### config.mk
export PLATFORM = sky130hd
export DESIGN_NAME = fram_link
export DESIGN_NICKNAME = d
export VERILOG_FILES = /design/src/rtl/fram_pkg.sv /design/src/rtl/fram_byte_shift.sv /design/src/rtl/fram_cmd_build.sv /design/src/rtl/fram_link.sv
export SDC_FILE = /design/constraint.sdc
export NUM_CORES = 1
export LEC_CHECK = 0
export ABC_AREA = 0
export BUFFER_PORTS_ARGS = -buffer_cell sky130_fd_sc_hd__buf_2
export CELL_PAD_IN_SITES_DETAIL_PLACEMENT = 0
export CELL_PAD_IN_SITES_GLOBAL_PLACEMENT = 1
export CORE_ASPECT_RATIO = 0.6
export CORE_MARGIN = 5
export CORE_UTILIZATION = 35
export CTS_CLUSTER_SIZE = 8
export DETAILED_ROUTE_END_ITERATION = 6
export PLACE_DENSITY = 0.71
export SYNTH_ARGS = -nofsm -noshare
export SYNTH_HDL_FRONTEND = slang
export SYNTH_HIERARCHICAL = 1
export SYNTH_SLANG_ARGS = --single-unit
### constraint.sdc
create_clock -name clk -period 5.35 [get_ports clk]
set_input_delay 1.07 -clock clk [delete_from_list [all_inputs] [get_ports clk]]
set_output_delay 1.07 -clock clk [all_outputs]
set_load 0.02 [all_outputs]
### src/rtl/fram_pkg.sv
package fram_pkg;
    typedef enum logic [2:0] {
        ST_IDLE,
        ST_WREN,
        ST_GAP,
        ST_OPC,
        ST_ADDR,
        ST_WDATA,
        ST_RDATA,
        ST_DONE
    } fram_state_e;

    localparam logic [7:0] OP_WREN  = 8'h06;
    localparam logic [7:0] OP_WRITE = 8'h02;
    localparam logic [7:0] OP_READ  = 8'h03;
    localparam logic [7:0] OP_HIBIT = 8'h08;
endpackage

### src/rtl/fram_byte_shift.sv
module fram_byte_shift #(
    parameter int CLK_DIV = 2
) (
    input  logic       clk,
    input  logic       rst_n,
    input  logic       start,
    input  logic [7:0] tx,
    input  logic       miso,
    output logic       idle,
    output logic       done,
    output logic       sclk,
    output logic       mosi,
    output logic [7:0] rx
);
    localparam int DW = (CLK_DIV > 1) ? $clog2(CLK_DIV) : 1;

    logic          active;
    logic [DW-1:0] div;
    logic [2:0]    bitn;
    logic [7:0]    sh;
    logic [7:0]    rx_q;
    logic          sclk_q;
    logic          done_q;
    logic          tick;

    assign tick = (div == DW'(CLK_DIV - 1));

    always_ff @(posedge clk or negedge rst_n) begin
        if (!rst_n) begin
            active <= 1'b0;
            div    <= '0;
            bitn   <= '0;
            sh     <= '0;
            rx_q   <= '0;
            sclk_q <= 1'b0;
            done_q <= 1'b0;
        end else begin
            done_q <= 1'b0;
            if (!active) begin
                div    <= '0;
                sclk_q <= 1'b0;
                if (start) begin
                    active <= 1'b1;
                    sh     <= tx;
                    bitn   <= '0;
                end
            end else if (!tick) begin
                div <= div + 1'b1;
            end else begin
                div <= '0;
                if (!sclk_q) begin
                    sclk_q <= 1'b1;
                    rx_q   <= {rx_q[6:0], miso};
                end else begin
                    sclk_q <= 1'b0;
                    if (bitn == 3'd7) begin
                        active <= 1'b0;
                        done_q <= 1'b1;
                    end else begin
                        bitn <= bitn + 1'b1;
                        sh   <= {sh[6:0], 1'b0};
                    end
                end
            end
        end
    end

    assign idle = !active;
    assign done = done_q;
    assign sclk = sclk_q;
    assign mosi = active ? sh[7] : 1'b0;
    assign rx   = rx_q;

    // data out must not move while the clock is high
    a_r2_mosi_steady: assert property (@(posedge clk) disable iff (!rst_n)
        (sclk && $past(sclk)) |-> $stable(mosi));
    // a byte ends on a falling clock edge
    a_r2_end_on_fall: assert property (@(posedge clk) disable iff (!rst_n)
        done |-> ($past(sclk) && !sclk));
endmodule

### src/rtl/fram_cmd_build.sv
module fram_cmd_build
    import fram_pkg::*;
#(
    parameter int ADDR_W     = 24,
    parameter int ADDR_BYTES = 2,
    parameter int DEV_SIZE   = 65536
) (
    input  logic [ADDR_W-1:0] addr,
    input  logic              is_write,
    input  logic [1:0]        idx,
    output logic [7:0]        opcode,
    output logic [7:0]        abyte
);
    localparam bit COMPACT = (DEV_SIZE > 256) && (ADDR_BYTES == 1);

    logic [31:0] a32;
    logic [7:0]  base;

    assign a32  = 32'(addr);
    assign base = is_write ? OP_WRITE : OP_READ;

    generate
        if (COMPACT) begin : g_compact
            assign opcode = base | ((|a32[31:8]) ? OP_HIBIT : 8'h00);
        end else begin : g_plain
            assign opcode = base;
        end
    endgenerate

    assign abyte = a32[{idx, 3'b000} +: 8];
endmodule

### src/rtl/fram_link.sv
module fram_link
    import fram_pkg::*;
#(
    parameter int ADDR_W     = 24,
    parameter int LEN_W      = 16,
    parameter int ADDR_BYTES = 2,
    parameter int DEV_SIZE   = 65536,
    parameter int CLK_DIV    = 2,
    parameter int CS_GAP     = 2
) (
    input  logic              clk,
    input  logic              rst_n,
    input  logic              req_valid,
    output logic              req_ready,
    input  logic              req_write,
    input  logic [ADDR_W-1:0] req_addr,
    input  logic [LEN_W-1:0]  req_len,
    input  logic              wr_valid,
    output logic              wr_ready,
    input  logic [7:0]        wr_data,
    output logic              rd_valid,
    output logic [7:0]        rd_data,
    output logic              busy,
    output logic              done,
    output logic [LEN_W-1:0]  done_count,
    output logic              spi_sclk,
    output logic              spi_mosi,
    input  logic              spi_miso,
    output logic              spi_cs_n
);
    localparam int GAP_W = (CS_GAP > 1) ? $clog2(CS_GAP + 1) : 1;

    fram_state_e       state, nstate;
    logic [ADDR_W-1:0] addr_q;
    logic [LEN_W-1:0]  len_q;
    logic [LEN_W-1:0]  rem;
    logic              write_q;
    logic [1:0]        aidx;
    logic [GAP_W-1:0]  gap_cnt;
    logic              pend;

    logic              sh_start, sh_idle, sh_done;
    logic [7:0]        sh_tx, sh_rx;
    logic [7:0]        opcode, abyte;
    logic              accept, can_launch;

    logic              cs_n_q, busy_q, done_q, rd_valid_q;
    logic [7:0]        rd_data_q;
    logic [LEN_W-1:0]  done_count_q;

    fram_cmd_build #(
        .ADDR_W    (ADDR_W),
        .ADDR_BYTES(ADDR_BYTES),
        .DEV_SIZE  (DEV_SIZE)
    ) u_cmd (
        .addr    (addr_q),
        .is_write(write_q),
        .idx     (aidx),
        .opcode  (opcode),
        .abyte   (abyte)
    );

    fram_byte_shift #(.CLK_DIV(CLK_DIV)) u_shift (
        .clk  (clk),
        .rst_n(rst_n),
        .start(sh_start),
        .tx   (sh_tx),
        .miso (spi_miso),
        .idle (sh_idle),
        .done (sh_done),
        .sclk (spi_sclk),
        .mosi (spi_mosi),
        .rx   (sh_rx)
    );

    assign req_ready  = (state == ST_IDLE);
    assign accept     = req_valid && req_ready;
    assign can_launch = sh_idle && !pend;
    assign wr_ready   = (state == ST_WDATA) && can_launch;

    always_comb begin
        sh_start = 1'b0;
        sh_tx    = 8'h00;
        unique case (state)
            ST_WREN:  begin sh_start = can_launch; sh_tx = OP_WREN; end
            ST_OPC:   begin sh_start = can_launch; sh_tx = opcode;  end
            ST_ADDR:  begin sh_start = can_launch; sh_tx = abyte;   end
            ST_WDATA: begin sh_start = can_launch && wr_valid; sh_tx = wr_data; end
            ST_RDATA: begin sh_start = can_launch; sh_tx = 8'h00;   end
            default:  begin sh_start = 1'b0; sh_tx = 8'h00; end
        endcase
    end

    always_comb begin
        nstate = state;
        unique case (state)
            ST_IDLE: begin
                if (accept) begin
                    if (req_len == '0)  nstate = ST_DONE;
                    else if (req_write) nstate = ST_WREN;
                    else                nstate = ST_OPC;
                end
            end
            ST_WREN:  if (sh_done) nstate = ST_GAP;
            ST_GAP:   if (gap_cnt == GAP_W'(CS_GAP - 1)) nstate = ST_OPC;
            ST_OPC:   if (sh_done) nstate = ST_ADDR;
            ST_ADDR:  if (sh_done && aidx == 2'd0) nstate = write_q ? ST_WDATA : ST_RDATA;
            ST_WDATA: if (sh_done && rem == LEN_W'(1)) nstate = ST_DONE;
            ST_RDATA: if (sh_done && rem == LEN_W'(1)) nstate = ST_DONE;
            ST_DONE:  nstate = ST_IDLE;
            default:  nstate = ST_IDLE;
        endcase
    end

    // state register
    always_ff @(posedge clk or negedge rst_n) begin
        if (!rst_n) state <= ST_IDLE;
        else        state <= nstate;
    end

    // transfer context
    always_ff @(posedge clk or negedge rst_n) begin
        if (!rst_n) begin
            addr_q  <= '0;
            len_q   <= '0;
            rem     <= '0;
            write_q <= 1'b0;
            aidx    <= '0;
            gap_cnt <= '0;
            pend    <= 1'b0;
        end else begin
            if (accept) begin
                addr_q  <= req_addr;
                len_q   <= req_len;
                rem     <= req_len;
                write_q <= req_write;
                aidx    <= 2'(ADDR_BYTES - 1);
            end
            gap_cnt <= (state == ST_GAP) ? gap_cnt + 1'b1 : '0;
            if (sh_start)     pend <= 1'b1;
            else if (sh_done) pend <= 1'b0;
            if (sh_done && state == ST_ADDR) aidx <= aidx - 1'b1;
            if (sh_done && (state == ST_WDATA || state == ST_RDATA)) rem <= rem - 1'b1;
        end
    end

    // registered outputs
    always_ff @(posedge clk or negedge rst_n) begin
        if (!rst_n) begin
            cs_n_q       <= 1'b1;
            busy_q       <= 1'b0;
            done_q       <= 1'b0;
            done_count_q <= '0;
            rd_valid_q   <= 1'b0;
            rd_data_q    <= '0;
        end else begin
            cs_n_q <= !(nstate == ST_WREN || nstate == ST_OPC || nstate == ST_ADDR ||
                        nstate == ST_WDATA || nstate == ST_RDATA);
            busy_q <= (nstate != ST_IDLE);
            done_q <= (nstate == ST_DONE);
            if (nstate == ST_DONE) done_count_q <= (state == ST_IDLE) ? '0 : len_q;
            rd_valid_q <= (state == ST_RDATA) && sh_done;
            if ((state == ST_RDATA) && sh_done) rd_data_q <= sh_rx;
        end
    end

    assign spi_cs_n   = cs_n_q;
    assign busy       = busy_q;
    assign done       = done_q;
    assign done_count = done_count_q;
    assign rd_valid   = rd_valid_q;
    assign rd_data    = rd_data_q;

    // run length of chip-select-high cycles, used by the gap check
    logic [GAP_W-1:0] cs_hi_run;
    always_ff @(posedge clk or negedge rst_n) begin
        if (!rst_n)                          cs_hi_run <= '0;
        else if (!spi_cs_n)                  cs_hi_run <= '0;
        else if (cs_hi_run != GAP_W'(CS_GAP)) cs_hi_run <= cs_hi_run + 1'b1;
    end

    // chip select stays high whenever no transfer runs
    a_r1_idle_cs_high: assert property (@(posedge clk) disable iff (!rst_n)
        !busy |-> spi_cs_n);
    // the serial clock stays low outside a chip-select window
    a_r2_sclk_quiet: assert property (@(posedge clk) disable iff (!rst_n)
        spi_cs_n |-> !spi_sclk);
    // the write window opens only after the full idle gap
    a_r4_gap_kept: assert property (@(posedge clk) disable iff (!rst_n)
        ($fell(spi_cs_n) && write_q && state == ST_OPC) |-> (cs_hi_run == GAP_W'(CS_GAP)));
    // acceptance raises busy and closes the request port
    a_r8_accept_busy: assert property (@(posedge clk) disable iff (!rst_n)
        (req_valid && req_ready) |=> (busy && !req_ready));
    // busy drops right after the done pulse
    a_r9_done_ends: assert property (@(posedge clk) disable iff (!rst_n)
        done |=> !busy);
    // no byte starts in the write phase without offered data
    a_r11_wait_data: assert property (@(posedge clk) disable iff (!rst_n)
        (state == ST_WDATA && !wr_valid) |-> !sh_start);
endmodule

=== After elaboration in Yosys (flattened, before gate mapping) ===
Cells that the tools add are included.

* Bits in registers: 116
* Input bits: 54
* Output and inout bits: 32
* Word-level logic and storage cells: 122

* Add/subtract/negate cells: 5
* Equality and inequality tests: 19
* Shift operators: 1
* Mux-type cells: 46
* Bitwise operators: 1
* Reduce and logical (&&, ||, !) cells: 29

{| class="wikitable"
|+ Operators by type and width
! kind !! count
|-
| 2-to-1 mux 16 bit || 3
|-
| 2-to-1 mux 8 bit || 5
|-
| 2-to-1 mux 3 bit || 12
|-
| case mux 8 bit (4 select lines) || 1
|-
| variable part select 32 x 6 -> 8 bit || 1
|-
| equality test 3 bit (second input constant) || 9
|-
| case mux 3 bit (7 select lines) || 1
|-
| 2-to-1 mux 1 bit || 18
|-
| equality test 16 x 1 -> 1 bit (second input constant) || 1
|-
| zero test 16 bit || 1
|-
| subtractor 16 x 1 -> 16 bit (second input constant) || 1
|-
| 2-to-1 mux 2 bit || 5
|-
| equality test 3 x 2 -> 1 bit (second input constant) || 3
|-
| logical AND 1 bit || 9
|-
| nonzero test 2 bit || 4
|-
| equality test 3 x 1 -> 1 bit (second input constant) || 2
|-
| inequality test 2 bit (second input constant) || 3
|-
| logical OR 1 bit || 5
|-
| AND reduction 4 bit || 1
|-
| OR reduction 4 bit || 1
|-
| adder 3 x 1 -> 3 bit (second input constant) || 1
|-
| zero test 1 bit || 3
|-
| zero test 3 bit || 1
|-
| AND reduction 3 bit || 1
|-
| 9 further kinds || 9
|}

=== Depth between registers and ports, before layout ===
* Word-level depth: 10
* Mapped depth: 8

=== Modules after synthesis ===
Netlist, hierarchy kept.

{| class="wikitable"
|+ Modules (own cells, without submodules)
! module !! times used !! cells each !! area each (um^2) !! sequential area each (um^2)
|-
| fram_link || 1 || 472 || 4,370.4 || 2,328.5
|-
| fram_byte_shift || 1 || 70 || 1,029.7 || 575.6
|-
| fram_cmd_build || 1 || 30 || 261.5 || 0.0
|}

=== Worst setup path before layout ===
OpenSTA, ideal clock, no wires.

* Path type: input -> register
* Start point: input port req_write
* End point: register done_count_q[10] (netlist: done_count[10])
* Arrival: 2.774 ns
* Slack: 2.496 ns
* Cell stages on the path: 6
* Path buffers: 1
* Cells stage by stage: or3b_2 -> a221oi_1 -> a211oi_1 -> a221oi_4 -> buf_8 -> mux2i_1

* Word-level cells in the longest chain between the ends: 5

{| class="wikitable"
|+ RTL lines
! what !! RTL line !! source
|-
| from (decl) || fram_link.sv:15 || <nowiki>input logic req_write,</nowiki>
|-
| 2-to-1 mux 2 bit || fram_link.sv:100 || <nowiki>else if (req_write) nstate = ST_WREN;</nowiki>
|-
| 2-to-1 mux 3 bit || fram_link.sv:99 || <nowiki>if (req_len == '0) nstate = ST_DONE;</nowiki>
|-
| 2-to-1 mux 3 bit || fram_link.sv:98 || <nowiki>if (accept) begin</nowiki>
|-
| case mux 3 bit (7 select lines) || fram_link.sv:96 || <nowiki>unique case (state)</nowiki>
|-
| equality test 3 bit || fram_link.sv:161 || <nowiki>if (nstate == ST_DONE) done_count_q <= (state == ST_IDLE) ? '0 : len_q;</nowiki>
|-
| to (signal assigned) || fram_link.sv:161 ||
|-
| to (decl) || fram_link.sv:49 || <nowiki>logic [LEN_W-1:0] done_count_q;</nowiki>
|}

Every way passes these cells.
A chain may end at the register's enable or synchronous reset.

=== Worst setup path in the final report ===
* Start point: register state[0]
* End point: output port req_ready

* Word-level cells in the longest chain between the ends: 1

{| class="wikitable"
|+ RTL lines
! what !! RTL line !! source
|-
| from (decl) || fram_link.sv:33 || <nowiki>fram_state_e state, nstate;</nowiki>
|-
| from (signal assigned) || fram_link.sv:118 || <nowiki>else state <= nstate;</nowiki>
|-
| zero test 3 bit || fram_link.sv:76 || <nowiki>assign req_ready = (state == ST_IDLE);</nowiki>
|-
| to (decl) || fram_link.sv:14 || <nowiki>output logic req_ready,</nowiki>
|}

Every way passes these cells.

==> summary.md <==
| Metric | Value |
|---|---|
| N_diodes | `0` |
| Yosys top cell area share | `50.83%` |
| Mux cell area share after synthesis | `a little under an eighth` |
| Final period utilization | `between 60% and 70%` |
| Number of buffers created by CTS | `17` |
| Core Rows | `36` |
| Commonest cells after routing, fill and taps aside | `nand2_1 (162), dfrtp_1 (115), buf_2 (84)` |
| Compound-gate portion of the synthesized area | `9.569%` |
| I/O Buffers | `85` |
| Fmax | `about 0.29 GHz` |
| Die width | `174.2 um` |
| Leading cell type in the layout, fill and taps excluded | `nand2_1` |
| Leakage | `about 3.4 nW` |
| Total GRT Usage | `15.90%` |
| Fill cell count | `1,575` |
| Final ANT Viol Nets | `0` |
| Peak supply drop | `about 0.22 mV` |
| Post-layout net count | `710` |
| TNS Setup | `0 ps` |
| Yosys top cell by area | `dfrtp_1` |
| Post-synth EDFFs | `0` |
| H-tree Lvls | `4` |
| Post-Synth XOR/XNOR Area | `0.3094%` |
| Flops & latches, synth | `116` |
| Vias in the first global route | `4,435` |
| Adder-Cell Fraction of Synth Area | `1.326%` |
| Setup Buffers After CTS | `0` |
| First-pass GRT wire length | `23,580 um` |
| Async S/R FF share, synth | `100.0%` |
| WP data arrival | `2340 ps` |
| Worst-Skew Late Latency | `420 ps` |
| RSZ-0062 raised after global routing | `false` |
| WP data required | `4280 ps` |
| Post-synthesis sequential area ratio | `51.29%` |
| Top_reg_cell synth | `dfrtp_1` |
| Pre-CTS WS | `2141 ps` |
| Wire length per cell | `16.45 um` |
| Setup ws final | `about 1900 ps` |
| Worst-path clk slew | `60 ps` |
| Routed via count | `4,338` |
| Clk_skew | `between 6 and 7 ps` |
| Die area | `18,900 um2` |
| Largest net degree at the start of global routing | `81` |
| Gate count of the mapped netlist | `572` |
| Critical Path Start Type | `register` |
| Avg Inst Size Synth | `9.898 um2` |
| Core area | `~16,000 um2` |
| Area Growth Syn to Fin | `19.76%` |
| CP Capture Type | `primary output` |
| Distinct cells, synth | `61` |
| CTS root buffer | `clkbuf_16` |
| Initial Util | `35.31%` |
| Synth top area cells | `dfrtp_1 (51%), nand2_1 (11%), mux2i_1 (4.6%)` |
| CP max FO | `25` |
| Gpl congestion | `~0.83` |
| Starting DRT DRC Count | `362` |
| Largest buffer count on any clock path | `2` |
| Post-Synthesis Cell Area | `5662 um2` |
| TritonCTS clock tree | `yes` |
| Slew @ Worst Pin | `1063 ps` |
| Min Tclk post-route | `~3400 ps` |
| Fin. max-slew vios | `0` |
| Post-CTS sizing | `0` |
| Routed WL | `14,350 um` |
| Hold_buf cts | `0` |
| First drt pass iteration count | `4` |
| Vias/cell | `4.975` |
| Final Hold Viols | `0` |
| Gr ovfl total | `0` |
| Rel. slew slack | `28.98%` |
| Simple-Gate Fraction of Synth Area | `20.04%` |
| Setup-failing EPs final | `0` |
| Clock sink count | `116` |
| Yosys warnings | `6` |
| Power density over the cells | `between 500 and 600 nW/um2` |
| Max-cap violation count | `0` |
| Critical path class | `reg2out` |
| Status | `completed` |
| Share of layout cells above drive strength 1 | `24.59%` |
| Drc violations | `0` |
| # IOs | `between 80 and 90` |
| Flop2flop setup slack | `2130 ps` |
| Detail Placement HPWL | `10,220 um` |
| Initial antenna violation count | `1` |
| Largest family of logic cells by synthesized area | `simple AND/OR/NAND/NOR gates` |
| HP Class | `reg2reg` |
| Die height | `108.5 um` |
==> synthesized netlist by cell type, drive strengths merged, types with 2 or more instances <==
cell     number
clkbuf       20
o21ai         7
nand2       162
mux2i        26
ha            6
or2           2
mux2         32
nor4          7
o211ai        5
a221o         3
nand2b        2
or3           3
or4           3
nand3         6
and2          4
nor3         10
a21oi        12
a22o         14
buf          15
nor3b         4
o22ai         4
nor2b         4
nor2         24
nand4         4
and3          5
conb          2
and4b         2
or3b          2
dfrtp       115
a221oi        2
inv          33
o2bb2ai       8
a211oi        3
o311ai        5
a21o          2
o21a          2
nand3b        2
==> worst max-delay path, cell delays in order (launching register included) <==
cell and delay [ps]:
dfrtp_1 800, or3_1 780, inv_1 130, buf_2 210
==> cells by family (layout without fill, tap and decap cells) <==
kind of cell             after synthesis  in the layout
buffers and inverters                 68            154
flip-flops                           116            116
AO/OA/AOI/OAI                         70             70
adder cells (fa/ha/maj)                6              6
XOR/XNOR                               2              2
other                                  2              7
AND/OR/NAND/NOR                      250            250
multiplexers                          58             58
==> path summary, 6_finish.rpt <==
kind / cells past startpoint / from / end
worst max-delay path: 3 / state[0] / req_ready
worst min-delay path: 1 / gap_cnt[0] / gap_cnt[0]
worst max register to register: 6 / state[0] / done_count[10]
worst min register to register: 1 / gap_cnt[0] / gap_cnt[0]
max in group asynchronous: 2 / rst_n / spi_cs_n
min in group asynchronous: 1 / rst_n / u_shift/bitn[2]
==> sequential cells by signal (all words and copies together), names as in the netlist, 3 cells and up <==
| name | flops |
|---|---|
| len_q | 16 |
| u_shift/bitn | 3 |
| u_shift/sh | 8 |
| done_count | 16 |
| addr_q | 24 |
| u_shift/rx | 8 |
| rd_data | 8 |
| state | 3 |
| rem | 16 |
==> layout make-up <==
type / instances / area, um2 / share of cell area [%]
multi-input combinational: 393 / 2450 / 36.13
sequential: 116 / 2904 / 42.83
inverter: 33 / 123.9 / 1.827
timing repair buffer: 89 / 457.9 / 6.754
tap: 209 / 261.5 / 3.857
clock inverter: 15 / 157.7 / 2.325
clock buffer: 17 / 425.4 / 6.274
==> metrics by stage <==
stage          area (um2)  hold WS, ps  utilization, %  power, W  std cells
2_1_floorplan        5680        414.2               -  0.002264        577
3_3_place_gp         6197        427.7           38.65  0.002527        840
3_5_place_dp         6197        442.5           38.65  0.002564        840
4_1_cts              6780        449.5           42.28  0.003701        872
5_1_grt              6780        474.2           42.28  0.003924        872
6_report             6780        448.2           42.28  0.003669        872
==> per-layer routing <==
metal | global-route usage, % | vias to the layer above | share of wire (%)
met5 | 0 | - | 0.091
met4 | 4.574 | 2 | 1.1
met3 | 5.171 | 18 | 6.3
met2 | 21.24 | 123 | 39
met1 | 24.19 | 2099 | 53
li1 | - | 2096 | -
==> power by group <==
| part | leakage [nW] | total [W] | internal [W] | switching (W) |
|---|---|---|---|---|
| Sequential | 1.39 | 0.00153 | 0.00122 | 0.000310 |
| Clock | 0.269 | 0.00112 | 0.000686 | 0.000433 |
| Combinational | 1.71 | 0.00102 | 0.000499 | 0.000517 |
| Total | 3.37 | 0.00367 | 0.00241 | 0.00126 |
No activity file was read; power rests on OpenSTA's default activity.
